==> config.mk <==
export PLATFORM = sky130hd
export DESIGN_NAME = i2c_role_ctrl
export DESIGN_NICKNAME = d
export VERILOG_FILES = /design/src/rtl/i2c_role_pkg.sv /design/src/rtl/i2c_ev_delay.sv /design/src/rtl/i2c_role_fsm.sv /design/src/rtl/i2c_addr_match.sv /design/src/rtl/i2c_role_ctrl.sv
export SDC_FILE = /design/constraint.sdc
export NUM_CORES = 1
export LEC_CHECK = 0
export BUFFER_PORTS_ARGS = -buffer_cell sky130_fd_sc_hd__buf_2
export CELL_PAD_IN_SITES_DETAIL_PLACEMENT = 1
export CELL_PAD_IN_SITES_GLOBAL_PLACEMENT = 1
export CORE_MARGIN = 2
export CORE_UTILIZATION = 50
export CTS_CLUSTER_SIZE = 8
export DETAILED_ROUTE_END_ITERATION = 8
export PLACE_DENSITY = 0.76
export SYNTH_ARGS = -nofsm -noshare
export SYNTH_HDL_FRONTEND = slang
export SYNTH_SLANG_ARGS = --single-unit
export TNS_END_PERCENT = 1
==> constraint.sdc <==
create_clock -name clk -period 4.5 [get_ports clk]
set_input_delay 0.45 -clock clk [delete_from_list [all_inputs] [get_ports clk]]
set_output_delay 0.45 -clock clk [all_outputs]
set_load 0.01 [all_outputs]
==> src/rtl/i2c_role_pkg.sv <==
package i2c_role_pkg;

    typedef enum logic [1:0] {
        MODE_SLV_RX = 2'b00,
        MODE_SLV_TX = 2'b01,
        MODE_MST_RX = 2'b10,
        MODE_MST_TX = 2'b11
    } mode_e;

    typedef enum logic [1:0] {
        HIT_NONE  = 2'b00,
        HIT_OWN   = 2'b01,
        HIT_GCALL = 2'b10,
        HIT_SMB   = 2'b11
    } hit_e;

    typedef enum logic [1:0] {
        PH_OFF    = 2'b00,
        PH_FIRST  = 2'b01,
        PH_SECOND = 2'b10
    } phase_e;

    // one bundle of bit-engine events as seen in one clock cycle
    typedef struct packed {
        logic       start_seen;
        logic       stop_seen;
        logic       arb_lost;
        logic       byte_rdy;
        logic [7:0] data;
    } bus_ev_t;

    localparam logic [4:0] TEN_HDR_TAG  = 5'b11110;
    localparam logic [6:0] SMB_HOST     = 7'h08;
    localparam logic [6:0] SMB_ALERT    = 7'h0C;
    localparam logic [6:0] SMB_DEFAULT  = 7'h61;

endpackage

==> src/rtl/i2c_ev_delay.sv <==
module i2c_ev_delay
    import i2c_role_pkg::*;
#(
    parameter int DNF_W = 4
) (
    input  logic             clk,
    input  logic             rst_n,
    input  logic [DNF_W-1:0] dnf_i,
    input  bus_ev_t          ev_i,
    output bus_ev_t          ev_o
);
    localparam int DEPTH = (1 << DNF_W) - 1;

    typedef struct packed {
        bus_ev_t [DEPTH-1:0] pipe;
    } dly_st_t;

    dly_st_t st_d, st_q;

    always_comb begin
        st_d         = st_q;
        st_d.pipe[0] = ev_i;
        for (int i = 1; i < DEPTH; i++) begin
            st_d.pipe[i] = st_q.pipe[i-1];
        end
    end

    always_ff @(posedge clk or negedge rst_n) begin
        if (!rst_n) st_q <= '0;
        else        st_q <= st_d;
    end

    // tap 0 is the undelayed event; tap k is k registers deep
    always_comb begin
        if (dnf_i == '0) ev_o = ev_i;
        else             ev_o = st_q.pipe[dnf_i - 1'b1];
    end

endmodule

==> src/rtl/i2c_role_fsm.sv <==
module i2c_role_fsm
    import i2c_role_pkg::*;
(
    input  logic clk,
    input  logic rst_n,
    input  logic cmd_start_i,
    input  logic cmd_stop_i,
    input  logic cmd_read_i,
    input  logic start_seen_i,
    input  logic stop_seen_i,
    input  logic arb_lost_i,
    input  logic hit_i,
    input  logic hit_rd_i,
    output logic slave_o,
    output logic [1:0] mode_o,
    output logic req_start_o,
    output logic req_stop_o
);
    typedef struct packed {
        logic master;
        logic tx;
        logic req_start;
        logic req_stop;
    } role_st_t;

    role_st_t st_d, st_q;

    always_comb begin
        st_d           = st_q;
        st_d.req_start = 1'b0;
        st_d.req_stop  = 1'b0;
        if (st_q.master) begin
            if (arb_lost_i) begin
                st_d.master = 1'b0;
                st_d.tx     = 1'b0;
            end else if (cmd_stop_i) begin
                st_d.master   = 1'b0;
                st_d.tx       = 1'b0;
                st_d.req_stop = 1'b1;
            end else if (cmd_start_i) begin
                st_d.tx        = !cmd_read_i;
                st_d.req_start = 1'b1;
            end else if (stop_seen_i) begin
                st_d.master = 1'b0;
                st_d.tx     = 1'b0;
            end
        end else begin
            if (cmd_start_i) begin
                st_d.master    = 1'b1;
                st_d.tx        = !cmd_read_i;
                st_d.req_start = 1'b1;
            end else if (hit_i) begin
                st_d.tx = hit_rd_i;
            end else if (stop_seen_i || start_seen_i) begin
                st_d.tx = 1'b0;
            end
        end
    end

    always_ff @(posedge clk or negedge rst_n) begin
        if (!rst_n) st_q <= '0;
        else        st_q <= st_d;
    end

    assign slave_o     = !st_q.master;
    assign mode_o      = {st_q.master, st_q.tx};
    assign req_start_o = st_q.req_start;
    assign req_stop_o  = st_q.req_stop;

endmodule

==> src/rtl/i2c_addr_match.sv <==
module i2c_addr_match
    import i2c_role_pkg::*;
#(
    parameter int OWN_W = 10
) (
    input  logic             clk,
    input  logic             rst_n,
    input  logic             slave_i,
    input  logic             start_seen_i,
    input  logic             stop_seen_i,
    input  logic             byte_rdy_i,
    input  logic [7:0]       data_i,
    input  logic [OWN_W-1:0] own_i,
    input  logic             ten_i,
    input  logic             gcall_en_i,
    input  logic             smb_en_i,
    output logic             hit_o,
    output logic             hit_rd_o,
    output logic             match_o,
    output logic [1:0]       kind_o
);
    localparam int A7_W = 7;

    typedef struct packed {
        phase_e phase;
        logic   ten_ok;
        logic   match;
        hit_e   kind;
    } am_st_t;

    am_st_t     st_d, st_q;
    hit_e       cand;
    logic       cand_rd;
    logic [6:0] a7;
    logic       hdr_ok;
    logic       smb_addr;

    assign a7       = data_i[7:1];
    assign hdr_ok   = (data_i[7:3] == TEN_HDR_TAG) && (data_i[2:1] == own_i[OWN_W-1 -: 2]);
    assign smb_addr = (a7 == SMB_HOST) || (a7 == SMB_ALERT) || (a7 == SMB_DEFAULT);

    always_comb begin
        st_d       = st_q;
        st_d.match = 1'b0;
        st_d.kind  = HIT_NONE;
        cand       = HIT_NONE;
        cand_rd    = 1'b0;
        if (stop_seen_i) begin
            st_d.phase  = PH_OFF;
            st_d.ten_ok = 1'b0;
        end else if (start_seen_i) begin
            st_d.phase = PH_FIRST;
        end else if (byte_rdy_i) begin
            case (st_q.phase)
                PH_FIRST: begin
                    st_d.phase = PH_OFF;
                    cand_rd    = data_i[0];
                    if (!(ten_i && hdr_ok && data_i[0])) st_d.ten_ok = 1'b0;
                    if (ten_i && hdr_ok) begin
                        if (!data_i[0])       st_d.phase = PH_SECOND;
                        else if (st_q.ten_ok) cand = HIT_OWN;
                    end else if (!ten_i && (a7 == own_i[A7_W-1:0])) begin
                        cand = HIT_OWN;
                    end else if (gcall_en_i && (data_i == 8'h00)) begin
                        cand = HIT_GCALL;
                    end else if (smb_en_i && smb_addr) begin
                        cand = HIT_SMB;
                    end
                end
                PH_SECOND: begin
                    st_d.phase = PH_OFF;
                    cand_rd    = 1'b0;
                    if (data_i == own_i[7:0]) begin
                        cand = HIT_OWN;
                        if (slave_i) st_d.ten_ok = 1'b1;
                    end
                end
                default: st_d.phase = PH_OFF;
            endcase
        end
        hit_o    = slave_i && (cand != HIT_NONE);
        hit_rd_o = cand_rd;
        if (hit_o) begin
            st_d.match = 1'b1;
            st_d.kind  = cand;
        end
    end

    always_ff @(posedge clk or negedge rst_n) begin
        if (!rst_n) st_q <= '0;
        else        st_q <= st_d;
    end

    assign match_o = st_q.match;
    assign kind_o  = st_q.kind;

endmodule

==> src/rtl/i2c_role_ctrl.sv <==
module i2c_role_ctrl
    import i2c_role_pkg::*;
#(
    parameter int DNF_W = 4,
    parameter int OWN_W = 10
) (
    input  logic             clk,
    input  logic             rst_n,
    input  logic             cmd_start_i,
    input  logic             cmd_stop_i,
    input  logic             cmd_read_i,
    input  logic             ev_start_i,
    input  logic             ev_stop_i,
    input  logic             ev_arb_lost_i,
    input  logic             ev_byte_i,
    input  logic [7:0]       byte_i,
    input  logic [OWN_W-1:0] cfg_own_addr_i,
    input  logic             cfg_addr10_i,
    input  logic             cfg_gcall_en_i,
    input  logic             cfg_smb_en_i,
    input  logic [DNF_W-1:0] cfg_dnf_i,
    output logic [1:0]       mode_o,
    output logic             match_o,
    output logic [1:0]       match_kind_o,
    output logic             req_start_o,
    output logic             req_stop_o
);
    bus_ev_t ev_raw, ev_f;
    logic    slave, hit, hit_rd;

    assign ev_raw = '{start_seen: ev_start_i, stop_seen: ev_stop_i,
                      arb_lost: ev_arb_lost_i, byte_rdy: ev_byte_i, data: byte_i};

    i2c_ev_delay #(.DNF_W(DNF_W)) u_dly (
        .clk   (clk),
        .rst_n (rst_n),
        .dnf_i (cfg_dnf_i),
        .ev_i  (ev_raw),
        .ev_o  (ev_f)
    );

    i2c_role_fsm u_role (
        .clk          (clk),
        .rst_n        (rst_n),
        .cmd_start_i  (cmd_start_i),
        .cmd_stop_i   (cmd_stop_i),
        .cmd_read_i   (cmd_read_i),
        .start_seen_i (ev_f.start_seen),
        .stop_seen_i  (ev_f.stop_seen),
        .arb_lost_i   (ev_f.arb_lost),
        .hit_i        (hit),
        .hit_rd_i     (hit_rd),
        .slave_o      (slave),
        .mode_o       (mode_o),
        .req_start_o  (req_start_o),
        .req_stop_o   (req_stop_o)
    );

    i2c_addr_match #(.OWN_W(OWN_W)) u_match (
        .clk          (clk),
        .rst_n        (rst_n),
        .slave_i      (slave),
        .start_seen_i (ev_f.start_seen),
        .stop_seen_i  (ev_f.stop_seen),
        .byte_rdy_i   (ev_f.byte_rdy),
        .data_i       (ev_f.data),
        .own_i        (cfg_own_addr_i),
        .ten_i        (cfg_addr10_i),
        .gcall_en_i   (cfg_gcall_en_i),
        .smb_en_i     (cfg_smb_en_i),
        .hit_o        (hit),
        .hit_rd_o     (hit_rd),
        .match_o      (match_o),
        .kind_o       (match_kind_o)
    );

endmodule

Yosys cells after proc, flatten, opt, wreduce, memory -nomap -nowiden
Index checks and enable logic that the tools add are counted.
Widths: inputs -> output; s select.
Storage, ports and cells
  word-level logic and storage cells: 165
  flip-flop bits (word level): 190
  input port bits: 34
  output and inout port bits: 7
Operators by class
  equality and inequality tests: 14
  add/sub/neg operators: 1
  muxes and demuxes: 44
  order comparisons: 1
  reduce and logical (&&, ||, !) cells: 22
Operators with widths (number)
  $bmux 12 s4: 1
  $mux 2: 16
  $mux 12: 2
  $mux 1: 19
  $eq 7x4->1 const B: 2
  $mux 3: 4
  $eq 8x8->1: 1
  $logic_not 8->1: 1
  $eq 7x7->1: 1
  $eq 7x7->1 const B: 1
  $logic_and 1x1->1: 7
  $ne 3x3->1 const B: 2
  $reduce_and 6->1: 1
  $reduce_bool 3->1: 2
  $eq 5x5->1 const B: 1
  $lt 4x5->1 const B: 1
  $ne 5x5->1 const B: 1
  $logic_not 4->1: 1
  $pmux 2 s2: 1
  $reduce_bool 2->1: 2
  $reduce_bool 4->1: 1
  $sub 4x1->4 const B: 1
  $logic_not 1->1: 3
  $logic_or 1x1->1: 3
  other kinds (7): 7

Longest topological paths before layout
Gate-level depths: netlist (run 1).
  word-level depth: 21
  depth in mapped cells: 19

By module
From an unflattened synthesis (run 1), not the netlist that was laid out.
Second synthesis, totals
  cells, all modules: 457
  area total of the unflattened synthesis: 7259.5 sq um
Modules (own cells, without submodules)
  i2c_ev_delay: instances 1, area each 6424.9 sq um, cells each 364, seq. area each 4504.3 sq um
  i2c_addr_match: instances 1, area each 661.9 sq um, cells each 75, seq. area each 150.1 sq um
  i2c_role_fsm: instances 1, area each 172.7 sq um, cells each 18, seq. area each 100.1 sq um

Least setup slack after synthesis (run 1)
OpenSTA, ideal clock, no wires.
  path type: input port to flip-flop
  from: input port cfg_dnf_i[0]
  to: register u_role.st_q, in the netlist u_role.mode_o[0]
  data arrival time: 4.241 ns
  required time: 4.413 ns
  path buffers: 2
  stages: 13
  path slack: 0.172 ns
  cells stage by stage: buf_4 inv_2 clkbuf_1 ha_1 xor2_4 mux4_2 o211a_4 mux2_2 or3_4 a2111oi_4 a2111oi_1 or4_1 a211oi_2
Between the ends
  word-level cells in the longest chain between the ends: 21
  elaborated cells between the ends (all ways): 44
  classes of those cells: add/sub: 1; eq/ne: 8; mux: 21; reduce/logical: 14
Ends and longest elaborated chain
  start, declared: RTL line i2c_role_ctrl.sv:21  | input logic [DNF_W-1:0] cfg_dnf_i,
  $sub 4x1->4: RTL line i2c_ev_delay.sv:36  | else ev_o = st_q.pipe[dnf_i - 1'b1];
  $bmux 12 s4: RTL line i2c_ev_delay.sv:36
  $mux 12 (not written as such): RTL line i2c_ev_delay.sv:36
  $mux 12 *: RTL line i2c_ev_delay.sv:35  | if (dnf_i == '0) ev_o = ev_i;
  $eq 7x4->1: RTL line i2c_addr_match.sv:40  | assign smb_addr = (a7 == SMB_HOST) || (a7 == SMB_ALERT) || (a7 == SMB_DEFAULT);
  $logic_or 1x1->1 (2 in series): RTL line i2c_addr_match.sv:40
  $logic_and 1x1->1: RTL line i2c_addr_match.sv:66  | end else if (smb_en_i && smb_addr) begin
  $mux 2: RTL line i2c_addr_match.sv:66
  (+4 left out)
  $mux 2: RTL line i2c_addr_match.sv:53  | end else if (byte_rdy_i) begin
  $mux 2: RTL line i2c_addr_match.sv:51  | end else if (start_seen_i) begin
  $mux 2: RTL line i2c_addr_match.sv:48  | if (stop_seen_i) begin
  $reduce_bool 2->1: RTL line i2c_addr_match.sv:81  | hit_o = slave_i && (cand != HIT_NONE);
  $logic_and 1x1->1: RTL line i2c_addr_match.sv:81
  $mux 1: RTL line i2c_role_fsm.sv:52  | end else if (hit_i) begin
  $mux 1: RTL line i2c_role_fsm.sv:48  | if (cmd_start_i) begin
  $mux 3: RTL line i2c_role_fsm.sv:32  | if (st_q.master) begin
  end signal, assigned: RTL line i2c_role_fsm.sv:62  | else st_q <= st_d;
  end, declared: RTL line i2c_role_fsm.sv:26  | role_st_t st_d, st_q;
Mark *: on every way between the ends. The rest lies on a longest branch, timed or not. The select of a mux whose other input is x is not followed.
A chain may end at the register's enable or synchronous reset.

Worst setup path after layout (run 1)
Same ends and word-level chain as after synthesis.

==> summary.md, run 1 <==
| Metric | Value |
|---|---|
| Net Sw Power | 0.00106 W |
| Clock root buffer master | clkbuf_16 |
| Final Setup Violations | 0 |
| Post-DP Area | 8160 sq um |
| Drt first-iter violations | 366 |
| Final total negative setup slack | 0 ps |
| Total number of H-tree levels | 4 |
| Ratio of total power to cell area | 447 nW/um^2 |
| Reg2Reg Launch Point | u_dly.st_d[118] |
| Synth top area share | 61.9% |
| Layout net count | 638 |
| Maximum fanout along the worst path | 33 |
| Cell type of the slowest stage on the worst timing path | mux2i_1 |
| Top post-synthesis cells by count | dfrtp_1, mux4_2, nand2_1 |
| Power share of the combinational group | 14.1% |
| Num Clock Sinks | 190 |
| Floorplan die width | 128 um |
| Start point of the critical path | cfg_dnf_i[0] |
| Clock latency reported for the late side of the worst-skew pair | 430 ps |
| Vias per cell | 6.07 |
| Adder-Cell Fraction of Synth Area | 0.651% |
| Proportion of register bits with asynchronous set or reset after synthesis | 100% |
| Internal power of the cells | 0.00285 W |
| Reg clk slew, reported paths | 70 ps |
| Net count of the mapped netlist | 588 |
| Setup slack, reg-to-reg | 1060 ps |
| Post-synthesis share of cell area spent on xor and xnor gates | 2.98% |
| Detailed-route wire length | 18900 um |
| EDFF count, synth | 0 |
| Cell row count | 45 |
| Kind of path behind the tightest hold check | in -> async |
| Antenna violations before repair | 0 |
| Post-synthesis sequential element count | 190 |
| Critical path capture point type | flip-flop |
| Summed area of non-filler cells in the final layout | 8750 sq um |
| Most frequent cell after synthesis | dfrtp_1 |
| Maximum number of pins on one net before global-route repair | 121 |
| Final worst hold slack | 22.1 ps |
| Antenna Nets Post-Route | 0 |
| Via count of the first global-routing pass | 5408 |
| Switching fraction of total power | 27.1% |
| Total standard cell area after synthesis | 7680 sq um |
| Non-filler instance count after layout | 801 |
| Final weighted congestion of routability-driven global placement | 0.885 |
| Number of inserted diodes | 0 |
| Vias after detailed routing | 4861 |
| Total DRC errors in the routed layout | 0 |
| Endpoint arrival time on the critical path | 4310 ps |
| Max cap viols | 0 |
| Max stage delay on crit path | 490 ps |
| Count of TritonRoute iterations in the first routing pass | 6 |
| Overflow after GRT | 0 |
| Seq pwr share | 47.3% |
| Count of endpoints failing hold in the final timing report | 0 |
| Initial core utilization | 50.9% |
| Wire length of the first global-routing pass | 30400 um |
| Routed wire length per instance | 23.5 um |
| Mean post-synth cell area | 14.0 sq um |
| End point of the critical path | u_role.mode_o[0] |
| Compound-Gate Fraction of Synth Area | 9.27% |
| Ports | 41 |
| Transition time at the pin with the least slew margin | 742 ps |
| Yosys warning total | 0 |
| Data required time at the worst endpoint | 4850 ps |
| Final Critical Period | 3970 ps |
| Clock skew after layout | 9.55 ps |
| Clock tree buffer depth | 2 |
| Clock power frac | 38.5% |
| Seq/Total Area, Yosys | 61.9% |
| Post-route fraction of the period consumed by the critical path | 88.1% |
| Number of placed instances with taps included | 769 |
| Simple logic cell fraction of the synthesized area | 8.83% |
| Hold buffer count at CTS | 0 |
| Largest family of logic cells by synthesized area | multiplexers |
| Startpoint-to-endpoint class of the critical path | in -> reg |
| Die Outline Area | 16400 sq um |
| Leakage power | 3.75 nW |
| Worst Setup Start Kind | primary input |
| Cell accounting for the most synthesized area | dfrtp_1 |
| Number of buffers inserted to repair setup after CTS | 0 |
| TritonCTS clock tree | yes |
| Count of unique library cells instantiated by Yosys | 72 |
| Worst-path cell chain | buf_2 -> inv_2 -> ha_2 -> buf_12 -> mux4_2 -> mux4_2 -> mux2i_1 -> nand2_1 -> or3_1 -> or2_1 -> a2111oi_1 -> nor3_1 -> a211oi_2 |
| Input/output buffers | 40 |
| Main area contributors after synthesis | dfrtp_1, mux4_2, mux2i_1 |
| Endpoint of the worst-slack reg-to-reg timing path | u_role.mode_o[0] |
| Highest clock rate | 0.252 GHz |
| Number of buffers inserted during clock tree synthesis | 17 |
| Most prevalent standard cell on the critical path | mux4_2 |
| All-Layer GR Usage | 25.0% |
| Number of instances resized during post-cts repair | 0 |
| Fraction of final layout cells sized beyond drive strength 1 | 24.8% |
| Setup repair after global routing missed its margin | no |
| Max_slew headroom | 50.4% |
| Post-synth top flop | dfrtp_1 |
| Worst Reg-to-Reg Cells | 9 |
| Die Span Y | 128 um |
| Worst VDD drop | 0.000284 V |
| Mux contribution to synthesized area | 13.6% |
| Synthesized instance count | 550 |
| Result of the run | finished, final reports clean |
| Area inside the core boundary | 15100 sq um |
| Synthesis-to-finish area growth | 13.9% |
| Detailed-placement wirelength estimate | 12800 um |
| Max-slew violations | 0 |
-- kinds of logic (layout without fill, tap and decap cells) --
| family | Yosys count | after routing |
|---|---|---|
| AO/OA/AOI/OAI | 91 | 91 |
| XOR/XNOR | 24 | 24 |
| adder cells (fa/ha/maj) | 4 | 4 |
| buffers and inverters | 43 | 106 |
| flip-flops | 190 | 190 |
| multiplexers | 67 | 67 |
| AND/OR/NAND/NOR | 131 | 131 |
-- metrics by stage --
step,power [W],worst slack [ps],util (%)
2_1_floorplan,0.00221,172,-
3_5_place_dp,0.00243,123,54.1
5_1_grt,0.00407,334,58.0
6_report,0.00392,534,58.0
3_3_place_gp,0.00240,195,54.1
4_1_cts,0.00395,524,58.0
-- registers in the layout, summed over array words and instances, names as in the netlist --
signal	flops
u_match.match_o	1
u_match.kind_o	2
u_role.req_stop_o	1
u_role.req_start_o	1
u_dly.st_d	168
u_match.st_q	3
u_role.mode_o	2
u_dly.st_q	12
-- cell usage in the layout, fill, tap and decap left out, types with 3 or more instances in the layout --
cell type / Yosys / routed
a21o_1: 3 / 3
o211ai_1: 3 / 3
o21ai_0: 13 / 13
or4_1: 4 / 4
or3_1: 3 / 3
buf_4: 10 / 19
a22oi_1: 5 / 5
a221oi_1: 6 / 6
dfrtp_1: 190 / 190
nand3_1: 24 / 24
xor2_1: 16 / 16
nand2_1: 27 / 27
o221a_2: 3 / 3
mux2_1: 4 / 4
nand3b_1: 3 / 3
mux2i_1: 21 / 21
nor2_1: 26 / 26
o31a_1: 3 / 3
o21ai_1: 3 / 3
buf_2: 8 / 39
a21oi_1: 12 / 12
nand4_1: 5 / 5
mux4_2: 28 / 28
ha_1: 4 / 3
a311oi_1: 3 / 3
buf_12: 0 / 3
inv_1: 11 / 11
nor3_1: 14 / 14
and3_1: 3 / 3
inv_6: 0 / 3
clkinv_2: 0 / 3
xnor2_1: 7 / 7
a31oi_1: 6 / 6
clkbuf_16: 0 / 17
mux2_2: 14 / 14
nor4_1: 5 / 5
-- layout make-up --
class	count	area [sq um]
repair buffers	62	409
clock inverters	14	161
well taps	188	235
fillers	1475	6330
clock buffers	18	429
flip-flops and latches	190	4750
inverters	12	45.0
multi-input cells	317	2720
-- power groups by stage --
stage | Sequential, W | Combinational [W] | Clock, W
2_1_floorplan | 0.00186 | 0.000350 | 0
3_3_place_gp | 0.00188 | 0.000529 | 0
3_5_place_dp | 0.00188 | 0.000545 | 0
4_1_cts | 0.00185 | 0.000554 | 0.00154
5_1_grt | 0.00186 | 0.000599 | 0.00160
6_report | 0.00185 | 0.000553 | 0.00151
-- critical path: cells and delay by family --
kind,cells,cell delay (ps)
AO/OA/AOI/OAI,2,550
buffers and inverters,3,560
multiplexers,3,1320
AND/OR/NAND/NOR,4,960
adder cells (fa/ha/maj),1,450
-- how the worst min path moves through the flow --
stage	endpoint	slack [ps]	from
final	u_dly.st_d[160]	20	rst_n
after global routing	u_dly.st_d[70]	50	rst_n
after global placement	u_dly.st_d[79]	350	u_dly.st_d[67]
after detailed placement	u_dly.st_d[66]	360	u_dly.st_d[54]
after floorplan	u_dly.st_d[100]	150	rst_n
after CTS	u_dly.st_d[172]	30	rst_n
-- layer usage --
layer  GRT usage [%]  share of wire [%]  wire length [um]
met3            5.30                3.5               659
met1            33.6                 45              8410
met2            41.5                 50              9500
met4            7.69                1.5               291
met5               0                  0                 0
Note: power is estimated with default switching activity, not from simulation.
==> inputs of run 2 (changes only) <==
clock period = 4.37 ns   (was 4.5 ns; I/O delays follow)
==> run 2 against run 1 <==
  * Die area unchanged
  * Worst hold slack improved by 60 ps
  * Critical endpoint unchanged
  * Cell count is 0.87% higher
  * Clock-buffer cell count increased by 3
  * Sequential share of layout area down 0.24 points
  * Largest cell class unchanged
  * Power rose by 3.0%
==> summary.md, run 2 (synthesis results as in run 1) <==
| Metric | Value |
|---|---|
| Cell row count | 45 (unchanged) |
| Floorplan die width | 128 um (unchanged) |
| Final Critical Period | 3970 ps |
| Critical path capture point type | flip-flop |
| Summed area of non-filler cells in the final layout | 8790 sq um (+0.44%) |
| Transition time at the pin with the least slew margin | 965 ps (+223 ps) |
| Count of endpoints failing hold in the final timing report | 0 (unchanged) |
| Highest clock rate | 0.252 GHz |
| All-Layer GR Usage | 25.0% (about the same) |
| Most prevalent standard cell on the critical path | mux4_2 |
| Leakage power | 3.78 nW (+0.75%) |
| Vias per cell | 5.95 (-1.9%) |
| Maximum fanout along the worst path | 18 (-45%) |
| Via count of the first global-routing pass | 5481 (+1.3%) |
| Result of the run | finished, final reports clean |
| Largest register FFs | 168 (unchanged) |
| Clock latency reported for the late side of the worst-skew pair | 440 ps (about the same) |
| Number of placed instances with taps included | 776 (+0.91%) |
| Worst Setup Start Kind | primary input |
| Initial core utilization | 50.9% (unchanged) |
| Post-route fraction of the period consumed by the critical path | 90.9% |
| Data required time at the worst endpoint | 4710 ps (-140 ps) |
| Detailed-placement wirelength estimate | 13300 um (+4.1%) |
| Clock tree buffer depth | 2 (unchanged) |
| Number of instances resized during post-cts repair | 0 (unchanged) |
| Reg clk slew, reported paths | 70 ps (about the same) |
| Final Setup Violations | 0 (unchanged) |
| Ratio of total power to cell area | 458 nW/um^2 (+2.5%) |
| Input/output buffers | 40 (unchanged) |
| Maximum number of pins on one net before global-route repair | 107 (-12%) |
| Count of TritonRoute iterations in the first routing pass | 4 (-2) |
| Startpoint-to-endpoint class of the critical path | in -> reg |
| Number of inserted diodes | 0 (unchanged) |
| Number of buffers inserted during clock tree synthesis | 17 (unchanged) |
| Total number of H-tree levels | 4 (unchanged) |
| Cell type of the slowest stage on the worst timing path | mux4_2 |
| Fraction of final layout cells sized beyond drive strength 1 | 25.5% (+0.69 points) |
| Non-filler instance count after layout | 808 (+0.87%) |
| Ports | 41 (unchanged) |
| Max-slew violations | 0 (unchanged) |
| Utilization of the core after routing | 58.3% (+0.26 points) |
| Total DRC errors in the routed layout | 0 (unchanged) |
| Antenna Nets Post-Route | 0 (unchanged) |
| Endpoint arrival time on the critical path | 4320 ps (about the same) |
| Number of buffers inserted to repair setup after CTS | 0 (unchanged) |
| Setup repair after global routing missed its margin | no |
| Wire length of the first global-routing pass | 30600 um (+0.70%) |
| TritonCTS clock tree | yes |
| Max cap viols | 0 (unchanged) |
| Synthesis-to-finish area growth | 14.4% |
| Detailed-route wire length | 18800 um (-0.54%) |
| Drt first-iter violations | 266 (-27%) |
| Num Clock Sinks | 190 (unchanged) |
| Hold buffer count at CTS | 0 (unchanged) |
| Final weighted congestion of routability-driven global placement | 0.891 (+0.64%) |
| Die Span Y | 128 um (unchanged) |
| Kind of path behind the tightest hold check | in -> async |
| Max stage delay on crit path | 500 ps (about the same) |
| Routed wire length per instance | 23.2 um (-1.4%) |
| Layout net count | 645 (+1.1%) |
| FILL cells | 1464 (-0.75%) |
| Antenna violations before repair | 0 (unchanged) |
| CP delay by family, top | multiplexers |
| Overflow after GRT | 0 (unchanged) |
| Top library cells by usage in the layout, fill and taps aside | dfrtp_1, buf_2, mux4_2 |
| Clock skew after layout | 13.2 ps (+3.65 ps) |
| Max_slew headroom | 35.7% (-15 points) |
| Most common cell after layout, fill and taps aside | dfrtp_1 |
| Power consumption | 0.00403 W (+3.0%) |
| Die Outline Area | 16400 sq um (unchanged) |
| Vias after detailed routing | 4810 (-1.0%) |
| Clock root buffer master | clkbuf_16 |
| Area inside the core boundary | 15100 sq um (unchanged) |
| Worst VDD drop | 0.000302 V (+6.3%) |
| Worst-path cell chain | buf_2 -> inv_1 -> ha_2 -> buf_4 -> mux4_2 -> mux4_2 -> mux2i_1 -> nand2_1 -> or3_1 -> or2_1 -> a2111oi_1 -> nor3_1 -> a211oi_2 |
| Post-DP Area | 8200 sq um (+0.49%) |
| Number of buffer and inverter stages on the critical path | 3 (unchanged) |
## run 2: where the power goes
group	internal (W)	leakage (nW)	total, W	switching, W
registers	0.00185	2.23	0.00191	0.0000576
clock network	0.000880	0.285	0.00155	0.000674
logic	0.000236	1.26	0.000568	0.000332
total	0.00297	3.78	0.00403	0.00106
## run 2: cell type report
type / instances / area (sq um) / share of cell area (%)
Multi-Input combinational cell: 317 / 2720 / 30.9
Clock inverter: 11 / 129 / 1.47
Sequential cell: 190 / 4750 / 54.1
Timing Repair Buffer: 69 / 449 / 5.11
Tap cell: 188 / 235 / 2.68
Inverter: 12 / 45.0 / 0.512
Clock buffer: 21 / 460 / 5.24
## run 2: per-stage QoR
step	hold WS, ps	worst slack, ps	TNS [ps]
2_1_floorplan	141	54.9	0
3_3_place_gp	353	21.2	0
3_5_place_dp	358	-2.78	-2.78
4_1_cts	108	452	0
5_1_grt	107	294	0
6_report	82.3	397	0
## run 2: worst paths after layout
| kind | start | to | slack (ps) | cells past startpoint |
|---|---|---|---|---|
| max in group asynchronous | rst_n | u_dly.st_d[174] | 3360 | 2 |
| min in group clk | ev_arb_lost_i | u_dly.st_d[21] | 120 | 1 |
| worst min-delay path | rst_n | u_dly.st_d[94] | 80 | 1 |
| worst max register to register | u_dly.st_d[70] | u_role.mode_o[0] | 910 | 9 |
| worst max-delay path | cfg_dnf_i[1] | u_role.mode_o[0] | 400 | 13 |
| worst min register to register | u_dly.st_d[153] | u_dly.st_d[165] | 370 | 0 |
## run 2: routing by layer
metal  GRT usage, %  wire length, um
met1           32.8             8320
met2           41.7             9430
met3           5.80              624
met4           8.21              384
met5              0                0
